`config.mk`:
```
export PLATFORM = sky130hd
export DESIGN_NAME = bcd_watchdog
export DESIGN_NICKNAME = d
export VERILOG_FILES = /design/src/rtl/bcd_wd_pkg.sv /design/src/rtl/bcd_wd_decrement.sv /design/src/rtl/bcd_wd_pulse.sv /design/src/rtl/bcd_watchdog.sv
export SDC_FILE = /design/constraint.sdc
export NUM_CORES = 1
export LEC_CHECK = 0
export CORE_UTILIZATION = 40
export DETAILED_ROUTE_END_ITERATION = 7
export GPL_TIMING_DRIVEN = 0
export HOLD_SLACK_MARGIN = 0.02
export SKIP_CTS_REPAIR_TIMING = 1
export SLEW_MARGIN = 0
export SYNTH_ARGS = -nofsm -noshare
export SYNTH_HDL_FRONTEND = slang
export SYNTH_HIERARCHICAL = 1
export SYNTH_SLANG_ARGS = --single-unit
```
`constraint.sdc`:
```
create_clock -name clk -period 3.07 [get_ports clk]
set_clock_uncertainty 0.05 [all_clocks]
set_input_delay 0.921 -clock clk [delete_from_list [all_inputs] [get_ports clk]]
set_output_delay 0.921 -clock clk [all_outputs]
set_load 0.005 [all_outputs]
```
`src/rtl/bcd_wd_pkg.sv`:
```
package bcd_wd_pkg;
    parameter int unsigned WD_DIGITS   = 4;
    parameter int unsigned DIGIT_W     = 4;
    parameter int unsigned BYTE_W      = 8;

    typedef logic [DIGIT_W-1:0] bcd_digit_t;

    function automatic bcd_digit_t digit_dec(input bcd_digit_t d, input logic borrow_in);
        bcd_digit_t r;
        if (!borrow_in)
            r = d;
        else if (d == '0)
            r = bcd_digit_t'(9);
        else
            r = d - bcd_digit_t'(1);
        return r;
    endfunction
endpackage

```
`src/rtl/bcd_wd_decrement.sv`:
```
module bcd_wd_decrement
    import bcd_wd_pkg::*;
#(
    parameter int unsigned DIGITS = WD_DIGITS,
    localparam int unsigned CW    = DIGITS * DIGIT_W
) (
    input  logic [CW-1:0] value_i,
    output logic [CW-1:0] value_o,
    output logic          zero_o
);
    logic [DIGITS:0] borrow;

    assign borrow[0] = 1'b1;

    for (genvar g = 0; g < DIGITS; g++) begin : g_digit
        bcd_digit_t din;
        assign din                          = value_i[g*DIGIT_W +: DIGIT_W];
        assign value_o[g*DIGIT_W +: DIGIT_W] = digit_dec(din, borrow[g]);
        assign borrow[g+1]                  = borrow[g] && (din == '0);
    end

    assign zero_o = (value_o == '0);
endmodule

```
`src/rtl/bcd_wd_pulse.sv`:
```
module bcd_wd_pulse #(
    parameter int unsigned CYCLES = 2000,
    localparam int unsigned PW    = $clog2(CYCLES + 1)
) (
    input  logic clk,
    input  logic rst_n,
    input  logic start_i,
    output logic active_o
);
    logic [PW-1:0] left_d, left_q;

    always_comb begin
        left_d = left_q;
        if (start_i)
            left_d = PW'(CYCLES);
        else if (left_q != '0)
            left_d = left_q - PW'(1);
    end

    always_ff @(posedge clk) begin
        if (!rst_n)
            left_q <= '0;
        else
            left_q <= left_d;
    end

    assign active_o = (left_q != '0);
endmodule

```
`src/rtl/bcd_watchdog.sv`:
```
module bcd_watchdog
    import bcd_wd_pkg::*;
#(
    parameter int unsigned DIGITS     = WD_DIGITS,
    parameter int unsigned RST_CYCLES = 2000,
    localparam int unsigned CW        = DIGITS * DIGIT_W,
    localparam int unsigned NBYTES    = CW / BYTE_W,
    localparam int unsigned ADDR_W    = (NBYTES > 1) ? $clog2(NBYTES) : 1
) (
    input  logic              clk,
    input  logic              rst_n,
    input  logic              wr_en,
    input  logic              rd_en,
    input  logic [ADDR_W-1:0] addr,
    input  logic [7:0]        wr_data,
    input  logic              tick,
    input  logic              wd_enable,
    input  logic              rst_select,
    input  logic              flag_wr,
    input  logic              flag_wdata,
    output logic [7:0]        rd_data,
    output logic              wd_flag,
    output logic              rst_req
);
    typedef struct packed {
        logic [CW-1:0] cnt;
        logic [CW-1:0] seed;
        logic [CW-1:0] snap;
        logic [7:0]    rd;
        logic          flag;
    } wd_state_t;

    wd_state_t state_d, state_q;

    logic [CW-1:0] dec_value;
    logic          dec_zero;
    logic          blocked;
    logic          expire;
    logic [CW-1:0] cnt_now;

    bcd_wd_decrement #(.DIGITS(DIGITS)) u_dec (
        .value_i (state_q.cnt),
        .value_o (dec_value),
        .zero_o  (dec_zero)
    );

    bcd_wd_pulse #(.CYCLES(RST_CYCLES)) u_pulse (
        .clk      (clk),
        .rst_n    (rst_n),
        .start_i  (expire && rst_select),
        .active_o (blocked)
    );

    always_comb begin
        logic wr_ok;
        logic rd_ok;
        logic addr_ok;
        logic counting;

        state_d  = state_q;
        addr_ok  = (int'(addr) < NBYTES);
        wr_ok    = wr_en && !blocked && addr_ok;
        rd_ok    = rd_en && !blocked && addr_ok;
        counting = wd_enable && tick && (state_q.cnt != '0);
        expire   = counting && !wr_ok && !rd_ok && dec_zero;

        if (wr_ok)
            state_d.seed[int'(addr)*BYTE_W +: BYTE_W] = wr_data;

        if (wr_ok || rd_ok)
            state_d.cnt = state_d.seed;
        else if (counting)
            state_d.cnt = dec_value;

        if (rd_en && blocked) begin
            state_d.rd = '0;
        end else if (rd_ok) begin
            if (addr == '0) begin
                state_d.rd   = state_q.cnt[BYTE_W-1:0];
                state_d.snap = state_q.cnt;
            end else begin
                state_d.rd = state_q.snap[int'(addr)*BYTE_W +: BYTE_W];
            end
        end

        if (expire)
            state_d.flag = 1'b1;
        else if (flag_wr && !flag_wdata && !blocked)
            state_d.flag = 1'b0;
    end

    always_ff @(posedge clk) begin
        if (!rst_n)
            state_q <= '0;
        else
            state_q <= state_d;
    end

    assign cnt_now = state_q.cnt;
    assign rd_data = state_q.rd;
    assign wd_flag = state_q.flag;
    assign rst_req = blocked;
endmodule

```
==> metrics.cfg <==
[status]
outcome=completed

[yosys]
synth-simple-area-share_pct=22.82
synth.distinct_cells=53
ys_warn_count=6
syn_nets=351
ys_seq_area_share_pct=38.17
synth_cells=332
synth_top_area_share_pct=38.17
synth_compound_area_share_pct=15.19
synth_seq_cells=60
synth_area_leaders=dfxtp_1 38%, mux2i_1 8.3%, mux2_2 6.1%, o2bb2ai_1 4.2%, nand2_1 3.3%
synth_edf_count=0
netlist_area_um2=3147
synthXorXnorAreaFrac_pct=1.392
synth.avg_cell_area_um2=9.478
synth_fa_ha_area_share_pct=0.3976
async_reset_ff_share_pct=0
synth_top_family_by_area=simple AND/OR/NAND/NOR gates
synthMuxAreaShare_pct=15.79
synth_ff_type=dfxtp_1
synth_area_leader_cell=dfxtp_1

[cells_and_area]
layout-drive-gt1-share_pct=21.00
n_antenna_cell=0
final_common_cell=dfxtp_1
fillers=710
final_design_area_no_fill_um2=3836
fin_util_pct=51.78
finalNonFillerCells=480
final_cell_mix=60 x dfxtp_1, 28 x nand2_1, 27 x clkdlybuf4s50_1
final_nets=395
area_growth_pct=21.91

[worst_setup_path]
cp_top_family=simple AND/OR/NAND/NOR gates
crit_slowest_cell=or4b_2
critPathMaxFanout=7
worst-path-buf-inv=2
startpoint_type=flop
crit_top_cell=nand3_2
critPathRequiredTime_ns=3.23
worstPathCellList=inv_1 -> ha_4 -> nor3b_4 -> nand3_2 -> buf_6 -> o21bai_2 -> nand3_2 -> nor3b_1 -> and2_4 -> or4b_2 -> a2111oi_4 -> a211oi_1
reg2regPathDepth=12
arrival_ns=3.07
critPathKind=reg2reg
slowest_delay_ns=0.64
end_kind=flop
cp_num_cells=12

[die]
die_x_um=90.70
ioPinCount=28
fp-row-count=31
die_area_um2=8226
initial_utilization_pct=42.48
die_h_um=90.70
core_area_um2=7408

[cts]
clock_sinks=60
cts_made_buffers=9
clock_tree.root_cell=clkbuf_8
clk_pin_slew_ns=0.08
worstSkewPairLatency_ns=0.33
cts_tree=done
htree_levels=3
cts_buffer_depth=2

[route]
vias=2583
viasPerCell=5.381
drc=0
first_pass_iters=4
avgRoutedWirePerCell_um=15.25
drtIter0Drc=110
ant_nets=0
drt_wl_total_mm=7.320

[timing]
setup_viol=0
hold_viol_final=0
maxSlewViolCount=0
fmax_ghz=0.3432
slew_headroom_pct=47.56
worst_pin_slew_ns=0.7801
worst_slack_ns=0.1562
fin_hold_ws_ns=0.4052
setup-tns-final_ns=0
fin_crit_sh_pct=94.91
fin_crit_ns=2.914

[global_route]
grt_pass1_vias=2330
grt_overflow=0
antenna_found_initial=0
grt_pass1_wl_mm=11.98
grt.total_usage_pct=18.62
grt_max_degree=11

[place]
place_area_um2=3541
place_ws_ns=-0.3327
hpwl_mm=5.225
place.gp.congestion=0.8203
io_buffers=27
dp_cells=458

[pwr]
p_clk_share_pct=16.5
p_sw_mw=1.626
p_int_mw=2.318
comb_power_share_pct=53.8
power_density_nw_per_um2=1028
pwr-share-seq_pct=29.7
p_leak_nw=1.452
swShare_pct=41.23
irDropWorstVdd_uv=440.5
total_power_mw=3.944

[hold_path]
min_delay_path_depth=2
hp-class=reg2reg

[run]
maxCapViolations=0

## worst paths after layout
path	start	to	slack, ns
setup / recovery	u_pulse/left_q[0]	u_pulse/left_q[9]	0.16
hold / removal	state_q[23]	state_q[23]	0.41
setup reg to reg	u_pulse/left_q[0]	u_pulse/left_q[9]	0.16
hold reg to reg	state_q[23]	state_q[23]	0.41
## worst register-to-register path, delay by kind of cell (launching register included)
family	cells	cell delay, ns
and+or+nand+nor	6	1.39
buffers and inverters	2	0.27
DFF	1	0.34
AOI/OAI and AO/OA	3	0.61
adders and majority gates	1	0.15
## power groups by stage
| stage | clock [mW] | sequential (mW) | combinational (mW) |
|---|---|---|---|
| 6_report | 0.650 | 1.17 | 2.12 |
| 5_1_grt | 0.702 | 1.20 | 2.34 |
| 4_1_cts | 0.664 | 1.15 | 1.95 |
| 3_5_place_dp | 0 | 1.17 | 1.93 |
| 3_3_place_gp | 0 | 1.17 | 1.92 |
| 2_1_floorplan | 0 | 1.10 | 1.55 |
## final cells by class
class | instances | area, um2 | share of cell area, %
timing repair buffer | 33 | 315.3 | 8.219
multi-input combinational | 239 | 1817 | 47.36
inverter | 7 | 26.28 | 0.6849
sequential | 60 | 1201 | 31.31
buffer | 26 | 173.9 | 4.534
clock buffer | 12 | 155.1 | 4.044
tap | 99 | 123.9 | 3.229
clock inverter | 4 | 23.77 | 0.6197
## synth_stat cells (all sizes together) (5+ instances only)
master   number
dfxtp        60
buf          20
a21boi        8
nor3          6
xnor2         5
nand2b        5
clkbuf        6
mux2         21
mux2i        26
and2         16
or4           6
o2bb2ai      15
nand2        28
a211oi       11
nor2         21
nor4         11
inv           7
nor2b         9
## state kept, by name, summed over array words and instances (netlist names)
name            flops
u_pulse/left_q     11
rd_data             8
cnt_now            16
state_q            24
wd_flag             1
## per-layer routing
layer | vias to the layer above | global-route usage (%) | wire length (um)
li1 | 1291 | - | -
met1 | 1214 | 25.94 | 3642
met2 | 70 | 27.84 | 3257
met3 | 8 | 4.630 | 340
met4 | 0 | 6.183 | 79
met5 | - | 0 | 0
## cells by family after synthesis
family                     count (synthesis)
and+or+nand+nor                          124
AOI/OAI and AO/OA                         62
DFF                                       60
muxes                                     47
buffers and inverters                     33
xor gates and xnor gates                   5
adders and majority gates                  1
No activity file was read; power rests on OpenSTA's default activity.
